==> src/rtl/irq_prio_pkg.sv <==
`timescale 1ns/1ps
package irq_prio_pkg;
    localparam int NSLOT     = 10;
    localparam int SLOT_W    = $clog2(NSLOT);
    localparam int N_PERIPH  = 3;
    localparam logic [7:0] CORE_ENTRY = 8'h04;

    typedef struct packed {
        logic [NSLOT-1:0] pend;
        logic             pd;
    } pend_state_t;

    typedef struct packed {
        logic [NSLOT-1:0] mask;
        logic             blk;
    } gate_state_t;

    function automatic logic [7:0] slot_vector(input logic [SLOT_W-1:0] s);
        logic [7:0] v;
        case (s)
            4'd0:    v = 8'h2C;
            4'd1:    v = 8'h0C;
            4'd2:    v = 8'h08;
            4'd3:    v = 8'h10;
            4'd4:    v = 8'h14;
            4'd5:    v = 8'h18;
            4'd6:    v = 8'h1C;
            4'd7:    v = 8'h20;
            4'd8:    v = 8'h24;
            4'd9:    v = 8'h28;
            default: v = 8'h00;
        endcase
        return v;
    endfunction
endpackage

==> src/rtl/irq_pend_bank.sv <==
`timescale 1ns/1ps
module irq_pend_bank
    import irq_prio_pkg::*;
#(
    parameter int N  = NSLOT,
    parameter int SW = SLOT_W
) (
    input  logic          clk,
    input  logic          rst_n,
    input  logic [N-1:0]  req,
    input  logic          pd_req,
    input  logic          clr_en,
    input  logic [SW-1:0] clr_slot,
    output logic [N-1:0]  pend,
    output logic          pd_pend
);
    pend_state_t st_d, st_q;

    // A request in the same cycle as a clear wins: the source asked again.
    always_comb begin
        st_d = st_q;
        if (clr_en) begin
            for (int i = 0; i < N; i++) begin
                if (clr_slot == SW'(i)) st_d.pend[i] = 1'b0;
            end
            if (clr_slot == '0) st_d.pd = 1'b0;
        end
        st_d.pend = st_d.pend | req;
        st_d.pd   = st_d.pd | pd_req;
    end

    always_ff @(posedge clk) begin
        if (!rst_n) st_q <= '0;
        else        st_q <= st_d;
    end

    assign pend    = st_q.pend;
    assign pd_pend = st_q.pd;
endmodule

==> src/rtl/irq_mask_gate.sv <==
`timescale 1ns/1ps
module irq_mask_gate
    import irq_prio_pkg::*;
#(
    parameter int N = NSLOT
) (
    input  logic         clk,
    input  logic         rst_n,
    input  logic         mask_we,
    input  logic [N-1:0] mask_wdata,
    input  logic         icyc,
    output logic [N-1:0] mask,
    output logic         blk
);
    gate_state_t st_d, st_q;

    always_comb begin
        st_d = st_q;
        if (mask_we) begin
            st_d.mask = mask_wdata;
            st_d.blk  = 1'b1;
        end else if (icyc && st_q.blk) begin
            st_d.blk  = 1'b0;
        end
    end

    always_ff @(posedge clk) begin
        if (!rst_n) st_q <= '0;
        else        st_q <= st_d;
    end

    assign mask = st_q.mask;
    assign blk  = st_q.blk;
endmodule

==> src/rtl/irq_slot_select.sv <==
`timescale 1ns/1ps
module irq_slot_select
    import irq_prio_pkg::*;
#(
    parameter int N      = NSLOT,
    parameter int SW     = SLOT_W,
    parameter int ADDR_W = 14,
    parameter int NPER   = N_PERIPH
) (
    input  logic [N-1:0]      pend,
    input  logic              pd_pend,
    input  logic [N-1:0]      mask,
    input  logic              glob_en,
    input  logic              blk,
    output logic              valid,
    output logic [SW-1:0]     slot,
    output logic [ADDR_W-1:0] vec,
    output logic [ADDR_W-1:0] core_vec
);
    logic [N-1:0] elig;

    for (genvar g = 0; g < N; g++) begin : g_elig
        if (g == 0) begin : g_top
            assign elig[g] = !blk && ((pend[g] && mask[g] && glob_en) || pd_pend);
        end else begin : g_rest
            assign elig[g] = !blk && pend[g] && mask[g] && glob_en;
        end
    end

    always_comb begin
        slot = '0;
        for (int i = N - 1; i >= 0; i--) begin
            if (elig[i]) slot = SW'(i);
        end
        valid    = |elig;
        vec      = valid ? ADDR_W'(slot_vector(slot)) : '0;
        core_vec = vec;
        if (valid && (int'(slot) < NPER)) core_vec = ADDR_W'(CORE_ENTRY);
    end
endmodule

==> src/rtl/irq_prio_ctrl.sv <==
`timescale 1ns/1ps
module irq_prio_ctrl
    import irq_prio_pkg::*;
#(
    parameter int ADDR_W = 14,
    parameter int N      = NSLOT,
    parameter int SW     = SLOT_W
) (
    input  logic              clk,
    input  logic              rst_n,
    input  logic [N-1:0]      req,
    input  logic              pd_req,
    input  logic              mask_we,
    input  logic [N-1:0]      mask_wdata,
    input  logic              glob_en,
    input  logic              icyc,
    input  logic              irq_ack,
    output logic              irq_valid,
    output logic [SW-1:0]     irq_slot,
    output logic [ADDR_W-1:0] irq_vec,
    output logic [ADDR_W-1:0] irq_core_vec
);
    logic [N-1:0] pend;
    logic         pd_pend;
    logic [N-1:0] mask;
    logic         blk;
    logic         clr_en;

    assign clr_en = irq_ack && irq_valid;

    irq_pend_bank #(.N(N), .SW(SW)) u_pend (
        .clk(clk), .rst_n(rst_n), .req(req), .pd_req(pd_req),
        .clr_en(clr_en), .clr_slot(irq_slot),
        .pend(pend), .pd_pend(pd_pend)
    );

    irq_mask_gate #(.N(N)) u_gate (
        .clk(clk), .rst_n(rst_n), .mask_we(mask_we), .mask_wdata(mask_wdata),
        .icyc(icyc), .mask(mask), .blk(blk)
    );

    irq_slot_select #(.N(N), .SW(SW), .ADDR_W(ADDR_W), .NPER(N_PERIPH)) u_sel (
        .pend(pend), .pd_pend(pd_pend), .mask(mask), .glob_en(glob_en), .blk(blk),
        .valid(irq_valid), .slot(irq_slot), .vec(irq_vec), .core_vec(irq_core_vec)
    );
endmodule

==> config.mk <==
export PLATFORM = sky130hd
export DESIGN_NAME = irq_prio_ctrl
export DESIGN_NICKNAME = d
export VERILOG_FILES = /design/src/rtl/irq_prio_pkg.sv /design/src/rtl/irq_pend_bank.sv /design/src/rtl/irq_mask_gate.sv /design/src/rtl/irq_slot_select.sv /design/src/rtl/irq_prio_ctrl.sv
export SDC_FILE = /design/constraint.sdc
export NUM_CORES = 1
export LEC_CHECK = 0
export BUFFER_PORTS_ARGS = -buffer_cell sky130_fd_sc_hd__buf_2
export CORE_MARGIN = 2
export CORE_UTILIZATION = 45
export CTS_CLUSTER_DIAMETER = 30
export DETAILED_ROUTE_END_ITERATION = 8
export HOLD_SLACK_MARGIN = 0.06
export MAX_ROUTING_LAYER = met4
export PLACE_DENSITY = 0.79
export SETUP_SLACK_MARGIN = 0.4
export SLEW_MARGIN = 25
export SYNTH_ARGS = -nofsm -noshare
export SYNTH_HDL_FRONTEND = slang
export SYNTH_SLANG_ARGS = --single-unit
==> constraint.sdc <==
create_clock -name clk -period 2.6 [get_ports clk]
set_clock_uncertainty 0.05 [all_clocks]
set_input_delay 0.13 -clock clk [delete_from_list [all_inputs] [get_ports clk]]
set_output_delay 0.13 -clock clk [all_outputs]
set_load 0.005 [all_outputs]
# After elaboration in Yosys (flattened, before gate mapping)
# Memories as Yosys holds them, arrays and structs flattened.
# Cells that the tools add are included.
# W data, S select, Z words.
[op_classes]
magnitude_cmp = 1
eq_ne = 9
mux = 26
n_bitwise = 2
reduce_logical = 38
[ops]
columns = ["operator", "n"]
rows = [
  ["$mux W4", 10],
  ["$logic_and A1 B1 Y1", 33],
  ["$eq A4 B3 Y1 const B", 4],
  ["$mux W14", 1],
  ["$mux W1", 13],
  ["$mux W11", 1],
  ["$or A10 B10 Y10", 1],
  ["$reduce_or A10 Y1", 1],
  ["$eq A4 B2 Y1 const B", 2],
  ["$eq A4 B4 Y1 const B", 2],
  ["$mux W8", 1],
  ["$eq A4 B1 Y1 const B", 1],
  ["$logic_not A4 Y1", 1],
  ["$lt A4 B2 Y1 const B", 1],
  ["$reduce_bool A2 Y1", 1],
  ["$logic_not A1 Y1", 1],
  ["$logic_or A1 B1 Y1", 1],
  ["$or A1 B1 Y1", 1],
]
[totals]
ff_bits = 22
rom_bits = 64
in_bits = 27
out_inout_bits = 33
wordCells = 81
mem_count = 1
[memory_table]
columns = ["memory", "words", "width", "rd", "rd_clocked_by_memory_dff", "write_ports", "line", "text"]
rows = [
  ["(name not given)", 16, 4, 1, 0, 0, "irq_prio_pkg.sv:20", "case (s)"],
]

# Logic depth before layout (Yosys ltp)
# Gate-level depths: netlist of the first run.
[depth]
word_depth = 18
depth_mapped = 8
depth_no_buf = 8

# Modules after synthesis
# From an unflattened synthesis of the first run, not the netlist that was laid out.
[hier_totals]
hier_cells = 168
hier_area_um2 = 1428.9
[by_module_without_submodules]
columns = ["module", "instances", "cells_each", "area_each_um2", "seq_area_each_um2"]
rows = [
  ["irq_slot_select", 1, 81, 546.8, 0.0],
  ["irq_pend_bank", 1, 51, 464.2, 220.2],
  ["irq_mask_gate", 1, 35, 411.6, 220.2],
  ["irq_prio_ctrl", 1, 1, 6.3, 0.0],
]

# Worst setup path before layout of the first run
# OpenSTA, ideal clock, no wires.
[synth_path]
kind = "register -> output"
start = "register u_gate.st_q (netlist bit u_gate.blk)"
end = "output port irq_core_vec[3]"
arrival_time_ns = 2.043
t_required_ns = 2.420
setup_slack_ns = 0.377
path_stages_with_launch = 8
n_path_buf = 0
cell_sequence = "dfxtp_1 -> nand2b_1 -> a311oi_1 -> a31oi_1 -> or2_2 -> ha_1 -> mux2_2 -> a2bb2o_1"
[synth_between]
elab_chain_cells = 17
word_cells_on_any_way = 45
classes_between = "1 x order compare; 12 x mux; 31 x reduce/logical; 1 x memory"
[synth_lines]
columns = ["element", "line", "text"]
rows = [
  ["start: declaration", "irq_mask_gate.sv:15", "gate_state_t st_d, st_q;"],
  ["start signal: assignment", "irq_mask_gate.sv:29", "else st_q <= st_d;"],
  ["$logic_not A1 Y1 (*)", "irq_slot_select.sv:24, irq_slot_select.sv:26", ""],
  ["$logic_and A1 B1 Y1 (3 in series)", "irq_slot_select.sv:26", "assign elig[g] = !blk && pend[g] && mask[g] && glob_en;"],
  ["$mux W4 (10 in series)", "irq_slot_select.sv:33", "if (elig[i]) slot = SW'(i);"],
  ["$mem_v2 Z16 W4 or $lt A4 B2 Y1 (tied branches)", "n/a", ""],
  ["$mux W8 or $logic_and A1 B1 Y1 (tied branches)", "irq_slot_select.sv:36, irq_slot_select.sv:38", ""],
  ["$mux W14 (*)", "irq_slot_select.sv:38", "if (valid && (int'(slot) < NPER)) core_vec = ADDR_W'(CORE_ENTRY);"],
  ["end: declaration", "irq_prio_ctrl.sv:21", "output logic [ADDR_W-1:0] irq_core_vec"],
]
# Every way passes the cells marked *; elsewhere a longest branch is shown, timed or not.

# Final worst setup path of the first run
[layout_path]
start = "register u_gate.st_q (netlist bit u_gate.blk)"
end = "output port irq_vec[3]"
[layout_between]
elab_chain_cells = 16
word_cells_on_any_way = 42
classes_between = "11 x mux; 30 x reduce/logical; 1 x memory"
[layout_lines]
columns = ["element", "line", "text"]
rows = [
  ["$logic_not A1 Y1 (*)", "irq_slot_select.sv:24, irq_slot_select.sv:26", ""],
  ["$logic_and A1 B1 Y1 (3 in series)", "irq_slot_select.sv:26", ""],
  ["$mux W4 (10 in series)", "irq_slot_select.sv:33", ""],
  ["$mem_v2 Z16 W4", "n/a", ""],
  ["$mux W8 (*)", "irq_slot_select.sv:36", "vec = valid ? ADDR_W'(slot_vector(slot)) : '0;"],
  ["end: declaration", "irq_prio_ctrl.sv:20", "output logic [ADDR_W-1:0] irq_vec,"],
]
# Marks and branches as above.

==> flow_summary_export.csv, run 1 <==
group,metric,value,unit
floorplan,ioPinCount,60,
synthesis,ys_ff_latch,22,
layout,final_layout_size_suffix_gt1_share,42.2,%
global_route,grt_busiest_layer,"met2",
power_and_ir_drop,p_leak,0.950,nW
synthesis,synth_flop_cell,"dfxtp_1",
timing,finalSetupTns,0,ns
synthesis,async_reset_ff_share,0,%
setup_path,critPathMaxFanout,4,
floorplan,num_rows,20,
power_and_ir_drop,irDropWorstVdd,0.377,mV
timing,fmax,393,MHz
setup_path,path_class,"flop to output port",
routing,drt_pre_antenna_iters,4,
synthesis,synth_area_leaders,"dfxtp_1 (31%), buf_4 (11%), mux2i_1 (7.9%), nor2b_1 (5.8%), o21ai_0 (3.9%)",
clock_network,clkSlewWorstSetupHoldPaths,0.11,ns
placement,place_hpwl,2590,um
clock_network,numCtsBuffers,3,
routing,via_count,1456,
layout,seqCellArea,448,um^2
power_and_ir_drop,powerDensity,373,nW/um^2
synthesis,synth_mux_area_share,8.66,%
layout,layout_commonest_cell,"buf_2",
setup_path,reg2reg_depth,10,
timing,finalSetupViolCount,0,
routing,drc,0,
synthesis,synth_edf_count,0,
timing,rsz0062_at_grt,"true",
synthesis,synthAdderAreaFrac,3.57,%
synthesis,synth_compound_gate_area_share,22.6,%
routing,drt_iter0_markers,43,
synthesis,synthesis.area,1400,um^2
layout,nets,265,
global_route,grt_overflow,0,
global_route,grt_pass1_vias,1390,
layout,fill_cells,270,
setup_path,startpoint_type,"flop",
global_route,grtUsageMet1,27.9,%
layout,fin_cells,265,
routing,wl_per_cell,14.9,um
global_route,antenna_found_initial,0,
routing,via_per_inst,5.49,
timing,worst_slack,0.0586,ns
setup_path,setup.worst_path.end_class,"output port",
synthesis,synth_top_family_by_area,"compound AO/OA/AOI/OAI gates",
clock_network,ctsHtreeMaxLevel,1,
layout,num_antenna_cells,0,
synthesis,postSynthAreaPerCell,8.44,um^2
layout,final_cell_area,2060,um^2
floorplan,die-area,3580,um^2
synthesis,seq_area_frac_synth,31.4,%
global_route,use_met2,39.1,%
outcome,status,"finished, final reports clean",
timing,post-route-period-util,97.7,%
global_route,track_usage,23.2,%
synthesis,yosysTopAreaCell,"dfxtp_1",
floorplan,initial_utilization,46.7,%
timing,slew_headroom,59.9,%
synthesis,ys_types,41,
global_route,grt_max_degree,23,
layout,syn2layout_area_growth,46.7,%
placement,dpl_worst_slack,0.132,ns
power_and_ir_drop,p_total,0.767,mW
floorplan,fp.dieW,59.8,um
floorplan,fp.dieH,59.8,um
setup_path,cp.arrival,2.36,ns
clock_network,cts_tree,"done",
timing,fin_crit,2.54,ns
synthesis,synth-xor-area-share,0,%
clock_network,cts_sinks,22,
synthesis,yosys.area.top_type_share,31.4,%
timing,hold_viol,0,
layout,multi_input_area,1050,um^2
clock_network,clock_path_buffers,2,
synthesis,synthSimpleGateAreaFrac,20.1,%
placement,dpl_cell_area,1550,um^2
clock_network,clkLatencyLatePin,0.30,ns
min_path,hp-class,"primary input to flop",
global_route,gr-usage-met3,3.03,%
setup_path,required,2.42,ns
floorplan,core,3000,um^2
synthesis,netlist_instances,166,
job,maxCapViolations,0,
placement,numPortBuffers,39,
clock_network,cts-root-buf,"clkbuf_4",
placement,dp.cells,234,
layout,layout_common_cells,"buf_2 (38), conb_1 (20), dfxtp_1 (18), dlygate4sd3_1 (14), nor2b_1 (12)",
timing,slew_viol_final,0,
routing,drt.antenna.violating_nets,0,
placement,gp_congestion,0.926,
routing,wl,3960,um
timing,worstMarginPinSlew,0.597,ns
synthesis,yosys_warnings,0,
min_path,whs_path_depth,3,
global_route,grt_first_pass_wirelength,6170,um
registers in the layout, indices dropped and copies added (netlist names):
signal          count
u_gate.blk          1
u_pend.pd_pend      1
u_gate.mask        10
u_pend.pend        10
per-stage QoR:
step | hold slack, ns | util (%)
3_3_place_gp | 0.336 | 51.7
3_5_place_dp | 0.347 | 51.7
5_1_grt | 0.0693 | 68.5
4_1_cts | 0.0654 | 62.7
2_1_floorplan | 0.201 | -
6_report | 0.0603 | 68.5
synth_stat cells (all sizes together), types with 3 or more instances:
cell / count
buf: 22
dfxtp: 22
nor2: 13
nor2b: 13
o21ai: 12
mux2i: 11
nand2: 9
a21oi: 8
ha: 4
inv: 4
a22o: 3
a31oi: 3
and2: 3
clkbuf: 3
nand3: 3
o211ai: 3
what timing repair did:
action,4_1_cts,5_1_grt
resized for setup,27,29
hold buffers,14,0
buffers inserted,7,7
setup endpoints to repair,10,13
pin swaps,9,15
hold endpoints to repair,14,0
layout make-up:
class / count / share of cell area (%)
inverters: 4 / 0.730
repair buffers: 69 / 23.4
flip-flops and latches: 22 / 21.8
clock buffers: 3 / 1.10
multi-input cells: 134 / 51.0
well taps: 33 / 2.01
cells by family (layout without fill, tap and decap cells):
| kind of cell | Yosys count | in the layout |
|---|---|---|
| other | 1 | 20 |
| multiplexers | 12 | 12 |
| buffers and inverters | 29 | 76 |
| flip-flops | 22 | 22 |
| adder cells (fa/ha/maj) | 4 | 4 |
| AND/OR/NAND/NOR | 53 | 53 |
| AO/OA/AOI/OAI | 45 | 45 |
path summary, 6_finish.rpt:
path / start / endpoint / slack, ns
worst max-delay path: u_gate.blk / irq_vec[3] / 0.06
worst min register to register: u_gate.mask[0] / u_gate.mask[0] / 0.49
worst min-delay path: req[4] / u_pend.pend[4] / 0.06
worst max register to register: u_pend.pend[2] / u_pend.pend[9] / 0.17
routing by layer:
metal	routed length, um	up-vias
li1	-	690
met3	264	12
met5	0	-
met2	2010	79
met1	1590	675
met4	94	0
power breakdown:
part	leakage, nW	switching, mW	internal (mW)
Sequential	0.184	0.0208	0.360
Clock	0.0138	0.0982	0.0541
Combinational	0.751	0.116	0.117
worst max-delay path, cell delays in order, from the launching register on:
cell,delay (ns)
dfxtp_4,0.38
buf_4,0.11
and4b_2,0.26
o21bai_1,0.26
nor2_2,0.25
ha_4,0.24
mux2_4,0.28
mux2i_1,0.14
buf_2,0.14
Note: power is estimated with default switching activity, not from simulation.
==> run 2, diff against run 1 <==
--- a/config.mk
+++ b/config.mk
@@ -6,6 +6,7 @@
 export NUM_CORES = 1
 export LEC_CHECK = 0
 export BUFFER_PORTS_ARGS = -buffer_cell sky130_fd_sc_hd__buf_2
+export CORE_ASPECT_RATIO = 1.5
 export CORE_MARGIN = 2
 export CORE_UTILIZATION = 45
 export CTS_CLUSTER_DIAMETER = 30
==> run 2 against run 1 <==
Against the previous run:
- total power grew 7.7%
- fmax grew 1.5%
- register-to-register slack gained 0.07 ns
- flip-flop and latch count is the same
- sequential share of layout area grew 1.9 points
- final cell count shrank 4.5%
- sequential power is essentially flat
==> flow_summary_export.csv, run 2 (synthesis gave the netlist of run 1 again) <==
group,metric,value,unit
layout,layout_common_cells,"buf_2 (38), conb_1 (20), dfxtp_1 (19), nor2b_1 (12), mux2i_1 (11)",
min_path,whs_path_depth,3,
timing,slew_headroom,55.4,%
power_and_ir_drop,irDropWorstVdd,0.307,mV
clock_network,cts_tree,"done",
min_path,hp-class,"primary input to flop",
clock_network,clkLatencyLatePin,0.26,ns
min_path,min_from,"mask_wdata[2]",
layout,utilization,63.7,%
power_and_ir_drop,seqPwrFrac,45.9,%
timing,fin_crit,2.50,ns
setup_path,r2r_slack,0.24,ns
power_and_ir_drop,powerDensity,441,nW/um^2
timing,slew_viol_final,0,
routing,drt_pre_antenna_iters,4,
setup_path,cp.arrival,2.32,ns
global_route,grt_overflow,0,
routing,wl,3640,um
timing,hold_viol,0,
floorplan,num_rows,24,
floorplan,ioPinCount,60,
setup_path,critPathMaxFanout,5,
floorplan,initial_utilization,47.6,%
outcome,status,"finished, final reports clean",
placement,dp.cells,243,
power_and_ir_drop,pwr-share-clk,29.6,%
layout,layout_commonest_cell,"buf_2",
setup_path,r2r-end,"u_pend.pend[9]",
global_route,grt_first_pass_wirelength,5750,um
global_route,grt_max_degree,23,
clock_network,ctsHoldBuffers,0,
setup_path,path_class,"flop to output port",
timing,finalSetupViolCount,0,
timing,rsz0062_at_grt,"true",
layout,syn2layout_area_growth,33.8,%
power_and_ir_drop,combPwrFrac,24.5,%
clock_network,clock_path_buffers,2,
placement,numPortBuffers,39,
global_route,track_usage,21.6,%
setup_path,reg2reg_depth,9,
power_and_ir_drop,net-switching-power,0.235,mW
power_and_ir_drop,internal_power,0.592,mW
layout,final_layout_size_suffix_gt1_share,40.2,%
layout,fill_cells,283,
clock_network,numCtsBuffers,3,
setup_path,required,2.42,ns
clock_network,clkSlewWorstSetupHoldPaths,0.08,ns
setup_path,startpoint_type,"flop",
routing,wl_per_cell,14.4,um
layout,fin_cells,253,
routing,via_per_inst,5.34,
routing,drc,0,
job,maxCapViolations,0,
clock_network,cts-root-buf,"clkbuf_8",
floorplan,core,2940,um^2
global_route,antenna_found_initial,0,
placement,gp_congestion,0.911,
floorplan,fp.dieH,72.3,um
timing,post-route-period-util,96.3,%
routing,drt.antenna.violating_nets,0,
floorplan,die-area,3590,um^2
clock_network,cts_sinks,22,
timing,finalSetupTns,0,ns
placement,place_hpwl,2680,um
timing,worstMarginPinSlew,0.665,ns
setup_path,setup.worst_path.end_class,"output port",
min_path,holdPathEnd,"u_gate.mask[2]",
layout,nets,246,
clock_network,ctsHtreeMaxLevel,1,
setup_path,r2r-start,"u_pend.pend[6]",
power_and_ir_drop,p_leak,0.873,nW
power_and_ir_drop,switching_share,28.4,%
layout,num_antenna_cells,0,
floorplan,fp.dieW,49.6,um
routing,drt_iter0_markers,20,
routing,via_count,1351,
timing,fmax,399,MHz
global_route,grt_pass1_vias,1248,
==> run 2: changes by cell type in the layout (fill, tap and decap cells not counted), sizes merged <==
| cell | before | now |
|---|---|---|
| clkbuf | 3 | 4 |
| buf | 55 | 50 |
| dlygate4sd3 | 14 | 0 |
==> run 2: power groups by stage <==
stage          logic, mW  registers, mW  clock network [mW]
2_1_floorplan      0.121          0.380                   0
3_5_place_dp       0.162          0.383                   0
6_report           0.203          0.379               0.245
5_1_grt            0.223          0.382               0.267
4_1_cts            0.183          0.378               0.247
3_3_place_gp       0.160          0.383                   0
==> run 2: metrics by stage <==
| step | cell area, um^2 | setup WS, ns | hold slack [ns] | power, mW |
|---|---|---|---|---|
| final | 1870 | 0.0961 | 0.0705 | 0.826 |
| after global routing | 1870 | 0.0188 | 0.0812 | 0.872 |
| after CTS | 1770 | 0.180 | 0.0728 | 0.807 |
| after detailed placement | 1580 | 0.207 | 0.345 | 0.546 |
| after global placement | 1580 | 0.181 | 0.335 | 0.543 |
| after floorplan | 1470 | 0.415 | 0.201 | 0.501 |
==> run 2: final cells by class <==
type / instances / area (um^2) / area share [%]
clock buffers: 4 / 55.1 / 2.94
inverters: 4 / 15.0 / 0.801
multi-input cells: 134 / 1020 / 54.2
flip-flops and latches: 22 / 444 / 23.7
well taps: 39 / 48.8 / 2.60
repair buffers: 50 / 295 / 15.8
==> run 2: what timing repair did <==
item	4_1_cts	5_1_grt
cloned	0	0
gates resized for setup	27	17
setup buffers	3	3
endpoints found under the setup margin	8	14
pin swaps	12	8
==> run 2: worst max-delay path, stage by stage (launching register included) <==
cell and delay (ns):
dfxtp_1 0.33, a22o_1 0.32, nor3b_4 0.19, or2_4 0.25, nand2_2 0.10, ha_2 0.21
nand3_2 0.08, mux2_4 0.29, a2bb2o_4 0.20, buf_6 0.08
==> run 2: worst max-delay path by stage <==
stage	start	end	depth (start not counted)
floorplan	u_gate.blk	irq_core_vec[3]	7
global placement	u_gate.blk	irq_core_vec[3]	8
detailed placement	u_gate.blk	irq_core_vec[3]	8
CTS	u_gate.mask[3]	irq_core_vec[3]	8
global route	u_gate.blk	irq_core_vec[3]	9
finish	u_pend.pend[6]	irq_core_vec[3]	9
==> run 2: per-layer routing <==
layer | track usage, % | part of all wire, % | vias to the layer above
li1 | - | - | 655
met1 | 22.8 | 38 | 630
met2 | 38.1 | 53 | 56
met3 | 2.88 | 5.1 | 10
met4 | 12.3 | 3.7 | 0
met5 | - | 0 | -
